==> src/rtl/cmt_pkg.sv <==
package cmt_pkg;

  // register data width of the bus port
  localparam int CMT_DW = 16;

  // divisor code width and the widest prescale (2^(3+2*3) = 512)
  localparam int CMT_SEL_W   = 2;
  localparam int CMT_DIV_LOG_BASE = 3;
  localparam int CMT_DIV_LOG_STEP = 2;
  localparam int CMT_PRE_W   = CMT_DIV_LOG_BASE + CMT_DIV_LOG_STEP * ((1 << CMT_SEL_W) - 1);

  // control/status field positions
  localparam int CMT_FLAG_BIT = 7;
  localparam int CMT_IE_BIT   = 6;
  localparam int CMT_SEL_LSB  = 0;

  // address map (byte addresses)
  localparam int CMT_START_ADDR  = 0;
  localparam int CMT_BANK_FIRST  = 2;
  localparam int CMT_BANK_STRIDE = 6;
  localparam int CMT_OFS_CTRL    = 0;
  localparam int CMT_OFS_CNT     = 2;
  localparam int CMT_OFS_CMP     = 4;

  typedef enum logic [CMT_SEL_W-1:0] {
    DIV_BY_8   = 2'd0,
    DIV_BY_32  = 2'd1,
    DIV_BY_128 = 2'd2,
    DIV_BY_512 = 2'd3
  } cmt_div_e;

  function automatic int cmt_bank_base(input int ch);
    return CMT_BANK_FIRST + CMT_BANK_STRIDE * ch;
  endfunction

endpackage

==> src/rtl/cmt_prescaler.sv <==
module cmt_prescaler
  import cmt_pkg::*;
#(
  parameter int PRE_W = CMT_PRE_W
) (
  input  logic                 clk,
  input  logic                 rst_n,
  input  logic                 run_i,
  input  logic [CMT_SEL_W-1:0] sel_i,
  output logic                 tick_o
);

  logic [PRE_W-1:0] pre_q;
  logic [PRE_W-1:0] pre_d;
  logic [PRE_W-1:0] mask_c;

  // low bits that must all be one for a tick: 3, 5, 7 or 9
  always_comb begin
    mask_c = ~({PRE_W{1'b1}} << (CMT_DIV_LOG_BASE + CMT_DIV_LOG_STEP * int'(sel_i)));
  end

  always_comb begin
    pre_d  = pre_q;
    tick_o = 1'b0;
    if (run_i) begin
      pre_d  = pre_q + 1'b1;
      tick_o = ((pre_q & mask_c) == mask_c);
    end
  end

  always_ff @(posedge clk or negedge rst_n) begin
    if (!rst_n) pre_q <= '0;
    else        pre_q <= pre_d;
  end


  stop_hold_pre_chk: assert property (@(posedge clk) disable iff (!rst_n)
    !run_i |=> $stable(pre_q));


  pre_adv_chk: assert property (@(posedge clk) disable iff (!rst_n)
    run_i |=> pre_q == PRE_W'($past(pre_q) + 1'b1));

endmodule

==> src/rtl/cmt_channel.sv <==
module cmt_channel
  import cmt_pkg::*;
#(
  parameter int DW    = CMT_DW,
  parameter int PRE_W = CMT_PRE_W
) (
  input  logic          clk,
  input  logic          rst_n,
  input  logic          run_i,
  input  logic          ctrl_wr_i,
  input  logic          cnt_wr_i,
  input  logic          cmp_wr_i,
  input  logic [DW-1:0] wdata_i,
  output logic [DW-1:0] ctrl_o,
  output logic [DW-1:0] cnt_o,
  output logic [DW-1:0] cmp_o,
  output logic          irq_o
);

  logic                 tick;
  logic                 match_c;
  logic [DW-1:0]        cnt_q, cnt_d;
  logic [DW-1:0]        cmp_q, cmp_d;
  logic                 flag_q, flag_d;
  logic                 ie_q, ie_d;
  logic [CMT_SEL_W-1:0] sel_q, sel_d;

  cmt_prescaler #(.PRE_W(PRE_W)) u_pre (
    .clk    (clk),
    .rst_n  (rst_n),
    .run_i  (run_i),
    .sel_i  (sel_q),
    .tick_o (tick)
  );

  // next-state: counter and compare constant
  always_comb begin
    match_c = tick && (cnt_q == cmp_q) && !cnt_wr_i;
    cnt_d   = cnt_q;
    if (cnt_wr_i)     cnt_d = wdata_i;
    else if (match_c) cnt_d = '0;
    else if (tick)    cnt_d = cnt_q + 1'b1;
    cmp_d = cmp_wr_i ? wdata_i : cmp_q;
  end

  // next-state: control/status, a match outranks a clearing write
  always_comb begin
    flag_d = flag_q;
    ie_d   = ie_q;
    sel_d  = sel_q;
    if (ctrl_wr_i) begin
      flag_d = flag_q & wdata_i[CMT_FLAG_BIT];
      ie_d   = wdata_i[CMT_IE_BIT];
      sel_d  = wdata_i[CMT_SEL_LSB +: CMT_SEL_W];
    end
    if (match_c) flag_d = 1'b1;
  end

  always_ff @(posedge clk or negedge rst_n) begin
    if (!rst_n) begin
      cnt_q  <= '0;
      cmp_q  <= '1;
      flag_q <= 1'b0;
      ie_q   <= 1'b0;
      sel_q  <= DIV_BY_8;
    end else begin
      cnt_q  <= cnt_d;
      cmp_q  <= cmp_d;
      flag_q <= flag_d;
      ie_q   <= ie_d;
      sel_q  <= sel_d;
    end
  end

  always_comb begin
    ctrl_o                                = '0;
    ctrl_o[CMT_FLAG_BIT]                  = flag_q;
    ctrl_o[CMT_IE_BIT]                    = ie_q;
    ctrl_o[CMT_SEL_LSB +: CMT_SEL_W]      = sel_q;
  end

  assign cnt_o = cnt_q;
  assign cmp_o = cmp_q;
  assign irq_o = flag_q & ie_q;


  match_sets_flag_chk: assert property (@(posedge clk) disable iff (!rst_n)
    (tick && cnt_q == cmp_q && !cnt_wr_i) |=> flag_q);


  match_clears_cnt_chk: assert property (@(posedge clk) disable iff (!rst_n)
    (tick && cnt_q == cmp_q && !cnt_wr_i) |=> cnt_q == '0);


  stop_hold_cnt_chk: assert property (@(posedge clk) disable iff (!rst_n)
    (!run_i && !cnt_wr_i) |=> $stable(cnt_q));


  cnt_load_chk: assert property (@(posedge clk) disable iff (!rst_n)
    cnt_wr_i |=> cnt_q == $past(wdata_i));


  irq_drop_chk: assert property (@(posedge clk) disable iff (!rst_n)
    $fell(irq_o) |-> $past(ctrl_wr_i));

endmodule

==> src/rtl/cmt_regif.sv <==
module cmt_regif
  import cmt_pkg::*;
#(
  parameter int NUM_CH = 2,
  parameter int ADDR_W = 4,
  parameter int DW     = CMT_DW
) (
  input  logic                 clk,
  input  logic                 rst_n,
  input  logic                 bus_sel_i,
  input  logic                 bus_wr_i,
  input  logic [ADDR_W-1:0]    bus_addr_i,
  input  logic [DW-1:0]        bus_wdata_i,
  input  logic [NUM_CH*DW-1:0] ctrl_rd_i,
  input  logic [NUM_CH*DW-1:0] cnt_rd_i,
  input  logic [NUM_CH*DW-1:0] cmp_rd_i,
  output logic [DW-1:0]        bus_rdata_o,
  output logic [NUM_CH-1:0]    run_o,
  output logic [NUM_CH-1:0]    ctrl_wr_o,
  output logic [NUM_CH-1:0]    cnt_wr_o,
  output logic [NUM_CH-1:0]    cmp_wr_o
);

  logic              wr_c;
  logic              start_hit;
  logic [NUM_CH-1:0] run_q, run_d;
  logic [DW-1:0]     rmux_c;

  assign wr_c      = bus_sel_i && bus_wr_i;
  assign start_hit = (bus_addr_i == ADDR_W'(CMT_START_ADDR));

  always_comb begin
    run_d = run_q;
    if (wr_c && start_hit) run_d = bus_wdata_i[NUM_CH-1:0];
  end

  always_ff @(posedge clk or negedge rst_n) begin
    if (!rst_n) run_q <= '0;
    else        run_q <= run_d;
  end

  assign run_o = run_q;

  generate
    for (genvar n = 0; n < NUM_CH; n++) begin : g_dec
      localparam int BASE = cmt_bank_base(n);
      assign ctrl_wr_o[n] = wr_c && (bus_addr_i == ADDR_W'(BASE + CMT_OFS_CTRL));
      assign cnt_wr_o[n]  = wr_c && (bus_addr_i == ADDR_W'(BASE + CMT_OFS_CNT));
      assign cmp_wr_o[n]  = wr_c && (bus_addr_i == ADDR_W'(BASE + CMT_OFS_CMP));
    end
  endgenerate

  always_comb begin
    rmux_c = '0;
    if (start_hit) rmux_c[NUM_CH-1:0] = run_q;
    for (int n = 0; n < NUM_CH; n++) begin
      if (bus_addr_i == ADDR_W'(cmt_bank_base(n) + CMT_OFS_CTRL)) rmux_c = ctrl_rd_i[n*DW +: DW];
      if (bus_addr_i == ADDR_W'(cmt_bank_base(n) + CMT_OFS_CNT))  rmux_c = cnt_rd_i[n*DW +: DW];
      if (bus_addr_i == ADDR_W'(cmt_bank_base(n) + CMT_OFS_CMP))  rmux_c = cmp_rd_i[n*DW +: DW];
    end
  end

  assign bus_rdata_o = bus_sel_i ? rmux_c : '0;


  start_load_chk: assert property (@(posedge clk) disable iff (!rst_n)
    (wr_c && start_hit) |=> run_q == $past(bus_wdata_i[NUM_CH-1:0]));


  start_keep_chk: assert property (@(posedge clk) disable iff (!rst_n)
    !(wr_c && start_hit) |=> $stable(run_q));

endmodule

==> src/rtl/cmt_dual16.sv <==
module cmt_dual16
  import cmt_pkg::*;
#(
  parameter int NUM_CH = 2,
  parameter int ADDR_W = 4
) (
  input  logic              clk,
  input  logic              rst_n,
  input  logic              bus_sel,
  input  logic              bus_wr,
  input  logic [ADDR_W-1:0] bus_addr,
  input  logic [CMT_DW-1:0] bus_wdata,
  output logic [CMT_DW-1:0] bus_rdata,
  output logic [NUM_CH-1:0] irq
);

  localparam int DW = CMT_DW;

  logic [1:0]           rst_sync_q;
  logic                 rst_int_n;
  logic [NUM_CH-1:0]    run;
  logic [NUM_CH-1:0]    ctrl_wr, cnt_wr, cmp_wr;
  logic [NUM_CH*DW-1:0] ctrl_rd, cnt_rd, cmp_rd;

  // asynchronous assertion, synchronous release
  always_ff @(posedge clk or negedge rst_n) begin
    if (!rst_n) rst_sync_q <= '0;
    else        rst_sync_q <= {rst_sync_q[0], 1'b1};
  end
  assign rst_int_n = rst_sync_q[1];

  cmt_regif #(.NUM_CH(NUM_CH), .ADDR_W(ADDR_W), .DW(DW)) u_regif (
    .clk         (clk),
    .rst_n       (rst_int_n),
    .bus_sel_i   (bus_sel),
    .bus_wr_i    (bus_wr),
    .bus_addr_i  (bus_addr),
    .bus_wdata_i (bus_wdata),
    .ctrl_rd_i   (ctrl_rd),
    .cnt_rd_i    (cnt_rd),
    .cmp_rd_i    (cmp_rd),
    .bus_rdata_o (bus_rdata),
    .run_o       (run),
    .ctrl_wr_o   (ctrl_wr),
    .cnt_wr_o    (cnt_wr),
    .cmp_wr_o    (cmp_wr)
  );

  generate
    for (genvar n = 0; n < NUM_CH; n++) begin : g_ch
      cmt_channel #(.DW(DW), .PRE_W(CMT_PRE_W)) u_ch (
        .clk       (clk),
        .rst_n     (rst_int_n),
        .run_i     (run[n]),
        .ctrl_wr_i (ctrl_wr[n]),
        .cnt_wr_i  (cnt_wr[n]),
        .cmp_wr_i  (cmp_wr[n]),
        .wdata_i   (bus_wdata),
        .ctrl_o    (ctrl_rd[n*DW +: DW]),
        .cnt_o     (cnt_rd[n*DW +: DW]),
        .cmp_o     (cmp_rd[n*DW +: DW]),
        .irq_o     (irq[n])
      );
    end
  endgenerate

  // a stopped channel without writes keeps its interrupt level
  idle_irq_chk: assert property (@(posedge clk) disable iff (!rst_int_n)
    (!run[0] && !ctrl_wr[0]) |=> $stable(irq[0]));

endmodule

==> config.mk <==
export PLATFORM = sky130hd
export DESIGN_NAME = cmt_dual16
export DESIGN_NICKNAME = d
export VERILOG_FILES = /design/src/rtl/cmt_pkg.sv /design/src/rtl/cmt_prescaler.sv /design/src/rtl/cmt_channel.sv /design/src/rtl/cmt_regif.sv /design/src/rtl/cmt_dual16.sv
export SDC_FILE = /design/constraint.sdc
export NUM_CORES = 1
export LEC_CHECK = 0
export BUFFER_PORTS_ARGS = -buffer_cell sky130_fd_sc_hd__buf_2
export CORE_UTILIZATION = 65
export CTS_BUF_LIST = sky130_fd_sc_hd__clkbuf_16
export CTS_CLUSTER_DIAMETER = 40
export DETAILED_ROUTE_END_ITERATION = 7
export PLACE_DENSITY = 0.82
export SETUP_SLACK_MARGIN = 0.2
export SYNTH_ARGS = -nofsm -noshare
export SYNTH_HDL_FRONTEND = slang
export SYNTH_SLANG_ARGS = --single-unit
==> constraint.sdc <==
create_clock -name clk -period 6.42 [get_ports clk]
set_input_delay 0.642 -clock clk [delete_from_list [all_inputs] [get_ports clk]]
set_output_delay 0.642 -clock clk [all_outputs]
set_load 0.01 [all_outputs]
Yosys cells after proc, flatten, opt, wreduce, memory -nomap -nowiden

Index checks and enable logic that the tools add are counted.

$add $sub $neg: 6
Equal/unequal tests: 10
Shift operators: 2
Multiplexer cells: 20
Bitwise logic cells: 8
Reduce and logical (&&, ||, !) cells: 19

Operators by type and width:

| operator                                                          | count |
|---|---|
| 16-bit 2-to-1 mux                                                 | 12 |
| 16-bit by 1-bit adder with 16-bit output, second input constant   | 2 |
| 16-bit == test                                                    | 2 |
| 9-bit by 1-bit adder with 9-bit output, second input constant     | 2 |
| 9-bit AND                                                         | 2 |
| 9-bit == test                                                     | 2 |
| 9-bit NOT                                                         | 2 |
| 9-bit by 4-bit left shift with 9-bit output, first input constant | 2 |
| 4-bit == test, second input constant                              | 3 |
| 1-bit logical AND                                                 | 12 |
| 2-bit by 3-bit adder with 4-bit output, first input constant      | 2 |
| 4-bit by 3-bit == test with 1-bit output, second input constant   | 2 |
| 8-bit 2-to-1 mux                                                  | 1 |
| 1-bit 2-to-1 mux                                                  | 6 |
| 3-bit nonzero test                                                | 2 |
| 1-bit AND                                                         | 4 |
| 4-bit by 2-bit == test with 1-bit output, second input constant   | 1 |
| 4-bit logical NOT                                                 | 1 |
| 2-bit nonzero test                                                | 2 |
| 1-bit logical NOT                                                 | 2 |
| 2-bit 2-to-1 mux                                                  | 1 |

Register bits: 94
Output and inout bits: 18

Longest topological paths before layout

Gate-level depths: netlist of the first run.

Word-level depth: 10
Depth in mapped cells: 7

By module

From an unflattened synthesis of the first run, not the netlist that was laid out.

Cells, all modules: 621
Area, all modules: 6142.1 um^2

Modules (own cells, without submodules):

| module        | times used | cells each | area an instance (um^2) | sequential area each (um^2) |
|---|---|---|---|---|
| cmt_channel   | 2          | 195        | 2117.0                  | 920.9 |
| cmt_regif     | 1          | 160        | 1051.0                  | 50.0 |
| cmt_prescaler | 2          | 34         | 401.6                   | 225.2 |
| cmt_dual16    | 1          | 3          | 53.8                    | 50.0 |

Worst setup path after synthesis of the first run

No wires, ideal clock.

Path kind: input -> output
Start point: input port bus_addr[1]
End point: output port bus_rdata[10]
Data arrival time: 1834 ps
Required time: 5778 ps
Slack: 3944 ps
Cell stages on the path: 7
Cells stage by stage: buf_4 > nor2_1 > and3_1 > clkbuf_1 > clkbuf_1 > a22oi_1 > a21boi_1

Cells in the longest elaborated chain, start to end: 7
Elaborated cells between the ends (all ways): 11
Classes of those cells: 5 x eq/ne; 6 x mux

Ends and longest elaborated chain:

| what                                     | line             | text |
|---|---|---|
| start, declared                          | cmt_dual16.sv:11 | `input logic [ADDR_W-1:0] bus_addr,` |
| 4-bit by 3-bit == test with 1-bit output | cmt_regif.sv:58  | `if (bus_addr_i == ADDR_W'(cmt_bank_base(n) + CMT_OFS_CNT)) rmux_c = cnt_rd_i[n*DW +: DW];` |
| 16-bit 2-to-1 mux                        | cmt_regif.sv:58  |  |
| 16-bit 2-to-1 mux                        | cmt_regif.sv:59  | `if (bus_addr_i == ADDR_W'(cmt_bank_base(n) + CMT_OFS_CMP)) rmux_c = cmp_rd_i[n*DW +: DW];` |
| 16-bit 2-to-1 mux                        | cmt_regif.sv:57  | `if (bus_addr_i == ADDR_W'(cmt_bank_base(n) + CMT_OFS_CTRL)) rmux_c = ctrl_rd_i[n*DW +: DW];` |
| 16-bit 2-to-1 mux                        | cmt_regif.sv:58  |  |
| 16-bit 2-to-1 mux (*)                    | cmt_regif.sv:59  |  |
| 16-bit 2-to-1 mux (*)                    | cmt_regif.sv:63  | `assign bus_rdata_o = bus_sel_i ? rmux_c : '0;` |
| end, declared                            | cmt_dual16.sv:13 | `output logic [CMT_DW-1:0] bus_rdata,` |

Mark *: on every way between the ends. The rest lies on a longest branch, timed or not.

Worst setup path in the final report of the first run

Start point: input port bus_addr[2]
End point: output port bus_rdata[2]

Same word-level chain as after synthesis.

==> results of run 1 <==
[worst max-delay path: stages]
cell	delay, ns
buf_2	0.18
nand2b_1	0.28
nor2_1	0.81
a22oi_1	0.13
a21boi_0	0.30
buf_2	0.18
[final cells by class]
cell class / instances / area (um2) / area share
Timing Repair Buffer: 43 / 220 / 0.0353
Clock buffer: 9 / 225 / 0.0361
Multi-Input combinational cell: 446 / 3120 / 0.501
Clock inverter: 7 / 115 / 0.0185
Sequential cell: 94 / 2400 / 0.384
Tap cell: 108 / 135 / 0.0217
Inverter: 6 / 22.5 / 0.00361
[sequential cells by signal, indices dropped and copies added, names as in the netlist]
name	count
g_ch.u_ch.cmp_o	32
g_ch.u_ch.cnt_o	32
g_ch.u_ch.u_pre.pre_q	18
g_ch.u_ch.sel_q	4
g_ch.u_ch.flag_q	2
g_ch.u_ch.ie_q	2
rst_sync_q	2
u_regif.run_o	2
[report_power, final]
part           internal, mW  switching [mW]  leakage, nW  total [mW]
logic                 0.263           0.292         1.38       0.555
registers             0.749           0.188         1.05       0.937
clock network         0.379           0.229        0.167       0.608
total                  1.39           0.709         2.60        2.10
[placed cells by master, fill, tap and decap left out, drive strengths merged, types with 3 or more instances in the layout]
cell type	count
nor4	13
xor2	44
nor2	39
a21oi	41
ha	6
nand3	20
dfrtp	62
o21ai	28
and4	8
nand2b	3
a31oi	8
a22oi	26
and2	11
nor3	9
and3	12
or2	5
nand2	39
a21bo	5
buf	43
o31ai	5
dfstp	32
bufinv	3
clkbuf	9
a32oi	4
or4	4
xnor2	10
inv	7
a21boi	14
mux2	42
nor2b	5
nand4	18
[per-stage QoR]
| step | utilization | instances | area, um2 |
|---|---|---|---|
| 2_1_floorplan | - | 592 | 5770 |
| 3_3_place_gp | 0.683 | 697 | 5900 |
| 3_5_place_dp | 0.683 | 697 | 5900 |
| 4_1_cts | 0.722 | 713 | 6240 |
| 5_1_grt | 0.722 | 713 | 6240 |
| 6_report | 0.722 | 713 | 6240 |
[cell families (layout without fill, tap and decap cells)]
group                      Yosys count  after routing  synth area share
AOI/OAI and AO/OA                  140            140             0.158
xor gates and xnor gates            54             54            0.0820
adders and majority gates            6              6            0.0130
buffers and inverters               52             65            0.0445
DFF                                 94             94             0.415
muxes                               46             46            0.0933
other                                1              1          0.000650
and+or+nand+nor                    199            199             0.193
[per-layer routing]
| metal | global-route usage | up-vias | share of wire |
|---|---|---|---|
| li1 | - | 2164 | - |
| met1 | 0.474 | 2375 | 0.44 |
| met2 | 0.554 | 159 | 0.49 |
| met3 | 0.0664 | 33 | 0.049 |
| met4 | 0.121 | 0 | 0.022 |
| met5 | 0 | - | 0 |
[worst min-delay path by stage]
stage / start / to / slack (ns) / cells past startpoint
after global routing: rst_n / rst_sync_q[1]$_DFF_PN0_ / 0.06 / 1
final: rst_n / rst_sync_q[1]$_DFF_PN0_ / 0.07 / 1
after detailed placement: rst_sync_q[1]$_DFF_PN0_ / g_ch[1].u_ch.u_pre.pre_q[5]$_DFFE_PN0P_ / 0.16 / 0
after global placement: rst_sync_q[1]$_DFF_PN0_ / g_ch[1].u_ch.u_pre.pre_q[5]$_DFFE_PN0P_ / 0.16 / 0
after floorplan: rst_sync_q[0]$_DFF_PN0_ / rst_sync_q[1]$_DFF_PN0_ / 0.33 / 0
after CTS: rst_n / rst_sync_q[1]$_DFF_PN0_ / 0.07 / 1
==> run_results.csv, run 1 <==
group,metric,value,unit
routing,vias_per_cell,6.64,
cts,cts_tree,"built",
grt,grt_pass1_vias,4659,
run_status,status,"complete, no violations",
routing,postRouteAntennaNets,0,
routing,vias,4731,
layout,diodes,0,
worst_setup_path,setup.worst_path.end_class,"primary output",
layout,area_growth,8.16,%
cts,clock_sinks,94,
synth,syn_inst,592,
synth,synth-seq-area-share,0.415,
synth,netlist_top_cells_count,"dfrtp_1, xor2_1, a21oi_1",
grt,track_usage,0.348,
synth,synthFlopType,"dfrtp_1",
grt,grt-ovfl-total,0,
sta,final.setup.tns,0,ns
cts,postCtsSetupBuffers,0,
floorplanning,initial_core_util,0.668,
floorplanning,core-area,8640,um2
cts,clk_latency,0.34,ns
hold_path,hold_class,"input pin to async pin",
sta,maxSlewViolCount,0,
floorplanning,die_h,96.2,um
sta,clock-skew-final,0.00967,ns
synth,async_flop_share,1.00,
cts,postCtsHoldBufs,0,
cts,cts_max_path_buffers,2,
layout,layout-drive-gt1-share,0.205,
sta,hold_ws,0.0724,ns
layout,final_nets,630,
routing,drt_iter0_drc,326,
routing,drc_errors,0,
worst_setup_path,worst_setup_path_start_kind,"input pin",
worst_setup_path,worstSetupStartpoint,"bus_addr[2]",
synth,ys_ff_latch,94,
grt,grt_max_degree,81,
sta,setup_slack,3.24,ns
placed_design,gp_congestion,0.876,
synth,yosysTopAreaCell,"dfrtp_1",
floorplanning,die_area,9250,um2
sta,fin_crit_sh,0.496,
synth,netlist_top_cells_area,"dfrtp_1, dfstp_2, xor2_1",
synth,netlist-cell-type-count,64,
synth,synth_nets,622,
placed_design,hpwl,10.6,mm
placed_design,pre_cts_slack,3.28,ns
synth,synth_top_area_share,0.269,
worst_setup_path,r2r_start,"g_ch[1].u_ch.sel_q[0]$_DFFE_PN0P_",
worst_setup_path,r2r_slack,3.66,ns
worst_setup_path,worstRegToRegCells,5,
grt,grt_pass1_wl,23.9,mm
grt,antenna_found_initial,0,
layout,fillers,634,
power,leakage,2.60,nW
routing,route.final.wire_length,14.7,mm
sta,rsz0062_at_grt,"false",
synth,synth_edf_count,0,
worst_setup_path,cp.required,5.78,ns
sta,hold_viol_final,0,
worst_setup_path,cp.arrival,2.54,ns
cts,clockRootBuffer,"clkbuf_16",
power,power,2.10,mW
cts,cts_resized,0,
sta,max_slew_margin,0.321,
floorplanning,rows,34,
sta,fmax,314,MHz
floorplanning,die-width,96.2,um
cts,htreeDepth,3,
power,peakVddDrop,0.202,mV
worst_setup_path,crit_type,"input pin to primary output",
sta,final-setup-viol-count,0,
cts,path_clk_slew,0.07,ns
routing,drt-pass1-iter-count,5,
placed_design,io_buffers,41,
synth,ys_warn_count,0,
worst_setup_path,critPathCapture,"bus_rdata[2]",
synth,syn_avg_cell_area,9.74,um2
worst_setup_path,rr_endpoint,"g_ch[1].u_ch.cnt_o[12]$_DFFE_PN0P_",
synth,synth.most_common_cell,"dfrtp_1",
cts,cts_made_buffers,9,
floorplanning,ios,42,
sta,tightest_slew,1.01,ns
worst_setup_path,worstPathMaxFanout,15,
synth,synth_area,5770,um2
power,power_density,337,nW/um2
routing,wl_per_cell,20.6,um
sta,min_period,3.18,ns
job,max-cap-violations,0,
Note: power is estimated with default switching activity, not from simulation.
==> run 2, diff against run 1 <==
Settings changed: CORE_UTILIZATION 65 to 61, PLACE_DENSITY 0.82 to 0.78.
Clock period 6.42 ns to 3.1 ns, I/O delays scaled along.
==> run 2 against run 1 <==
  * Final cell count rose by 1.7%
  * Critical path depth did not move
  * Hold slack improved by 0.21 ns
  * Routed wire length fell by 1.3%
  * First-iteration DRC count rose by 2.5%
  * Sequential share of layout area fell by 0.42 points
  * Via count did not move
  * Core utilization fell by 3.7 points
  * Clock skew barely moved
  * Non-clock buffer count rose by 9
  * Clock power rose by 97%
==> run_results.csv, run 2 (synthesis results as in run 1) <==
group,metric,value,unit
power,switching_share,0.343,
power,power,4.28,mW
layout,diodes,0,
placed_design,gp_congestion,0.885,
sta,hold_viol_final,0,
sta,min_period,2.37,ns
routing,wl_per_cell,20.0,um
worst_setup_path,worstPathMaxFanout,8,
job,max-cap-violations,0,
placed_design,hpwl,10.2,mm
layout,area_growth,9.35,%
routing,postRouteAntennaNets,0,
layout,layout_commonest_cell,"dfrtp_1",
worst_setup_path,cp.required,2.79,ns
routing,drt-pass1-iter-count,5,
floorplanning,rows,35,
cts,path_clk_slew,0.07,ns
layout,layout-drive-gt1-share,0.215,
placed_design,place_inst,708,
layout,final_area,6310,um2
routing,route.final.wire_length,14.5,mm
layout,fin_cells,725,
sta,tightest_slew,0.871,ns
power,power_frac_seq,0.451,
cts,postCtsSetupBuffers,0,
layout,fillers,732,
layout,final_nets,639,
floorplanning,die_area,9850,um2
hold_path,hold_class,"input pin to async pin",
grt,grt_pass1_wl,24.4,mm
power,leakage,2.63,nW
floorplanning,die_h,99.2,um
power,peakVddDrop,0.342,mV
sta,setup_slack,0.728,ns
run_status,status,"complete, no violations",
cts,clock_sinks,94,
grt,track_usage,0.317,
placed_design,pre_cts_slack,0.804,ns
worst_setup_path,cp.arrival,2.06,ns
routing,vias_per_cell,6.53,
routing,drt_iter0_drc,334,
power,power_density,679,nW/um2
sta,final-setup-viol-count,0,
routing,drc_errors,0,
layout,multi_input_area,3120,um2
cts,cts_max_path_buffers,2,
grt,grt_pass1_vias,4706,
cts,clk_latency,0.34,ns
floorplanning,die-width,99.2,um
grt,grt-ovfl-total,0,
cts,cts_tree,"built",
sta,clock-skew-final,0.00986,ns
power,pwr-share-clk,0.280,
floorplanning,initial_core_util,0.627,
cts,cts_made_buffers,9,
power,intPower,2.81,mW
floorplanning,core-area,9200,um2
worst_setup_path,worst_setup_path_start_kind,"flip-flop",
floorplanning,ios,42,
worst_setup_path,crit_type,"flip-flop to primary output",
layout,ff_latch_area,2400,um2
routing,vias,4731,
sta,fmax,422,MHz
grt,antenna_found_initial,0,
power,power.switching,1.47,mW
sta,rsz0062_at_grt,"false",
grt,grt_max_degree,93,
layout,post-route-util,0.686,
power,comb_power_share,0.269,
worst_setup_path,setup.worst_path.end_class,"primary output",
sta,final.setup.tns,0,ns
sta,max_slew_margin,0.419,
cts,clockRootBuffer,"clkbuf_16",
sta,hold_ws,0.278,ns
placed_design,io_buffers,41,
layout,layout_common_cells,"dfrtp_1, xor2_1, buf_2, a21oi_1",
sta,fin_crit_sh,0.765,
placed_design,placed_area,5970,um2
sta,maxSlewViolCount,0,
cts,htreeDepth,3,
run 2: changes by cell type in the layout (fill, tap and decap cells not counted):
cell           delta
buf_12            +1
dlygate4sd3_1     +1
inv_6             +2
buf_4             +7
clkinv_2          -1
bufinv_16         -1
run 2: path summary, 6_finish.rpt:
check                      depth (start not counted)                                end  slack, ns                              start
min in group clk                                   3  g_ch[1].u_ch.cnt_o[5]$_DFFE_PN0P_       0.28                       bus_wdata[5]
max in group asynchronous                          1  g_ch[1].u_ch.cmp_o[8]$_DFFE_PN1P_       2.32            rst_sync_q[1]$_DFF_PN0_
hold / removal                                     2            rst_sync_q[1]$_DFF_PN0_       0.28                              rst_n
hold reg to reg                                    0            rst_sync_q[1]$_DFF_PN0_       0.36            rst_sync_q[0]$_DFF_PN0_
setup reg to reg                                   5  g_ch[1].u_ch.cnt_o[6]$_DFFE_PN0P_       0.78  g_ch[1].u_ch.cnt_o[3]$_DFFE_PN0P_
setup / recovery                                   6                       bus_rdata[1]       0.73       u_regif.run_o[1]$_DFFE_PN0P_
run 2: power groups by stage:
stage	clock network, mW	logic [mW]	registers, mW
global placement	0	1.10	1.92
floorplan	0	0.952	1.80
CTS	1.21	1.15	1.92
global route	1.26	1.30	1.97
detailed placement	0	1.13	1.94
finish	1.20	1.15	1.93
run 2: timing repair:
| item | CTS | global route |
|---|---|---|
| endpoints found under the hold margin | 2 | 0 |
| endpoints found under the setup margin | 0 | 0 |
| gates resized for setup | 0 | 0 |
| hold buffers | 1 | 0 |
run 2: final cells by class:
type / instances / area share
Clock buffer: 9 / 0.0357
Multi-Input combinational cell: 446 / 0.495
Timing Repair Buffer: 52 / 0.0480
Tap cell: 111 / 0.0220
Inverter: 6 / 0.00357
Clock inverter: 7 / 0.0155
Sequential cell: 94 / 0.380
run 2: per-layer routing:
layer / wire length (um) / vias to the layer above / track usage
met2: 6940 / 153 / 0.509
met5: 0 / - / 0
li1: - / 2193 / -
met3: 755 / 29 / 0.0351
met4: 361 / 0 / 0.119
met1: 6470 / 2356 / 0.446
run 2: worst max-delay path, stage by stage (launching register included):
cell and delay [ns]:
dfrtp_1 0.51, mux4_2 0.51, nor2b_1 0.15, a21oi_1 0.14, o21ai_0 0.11, and2_1 0.17
buf_2 0.13
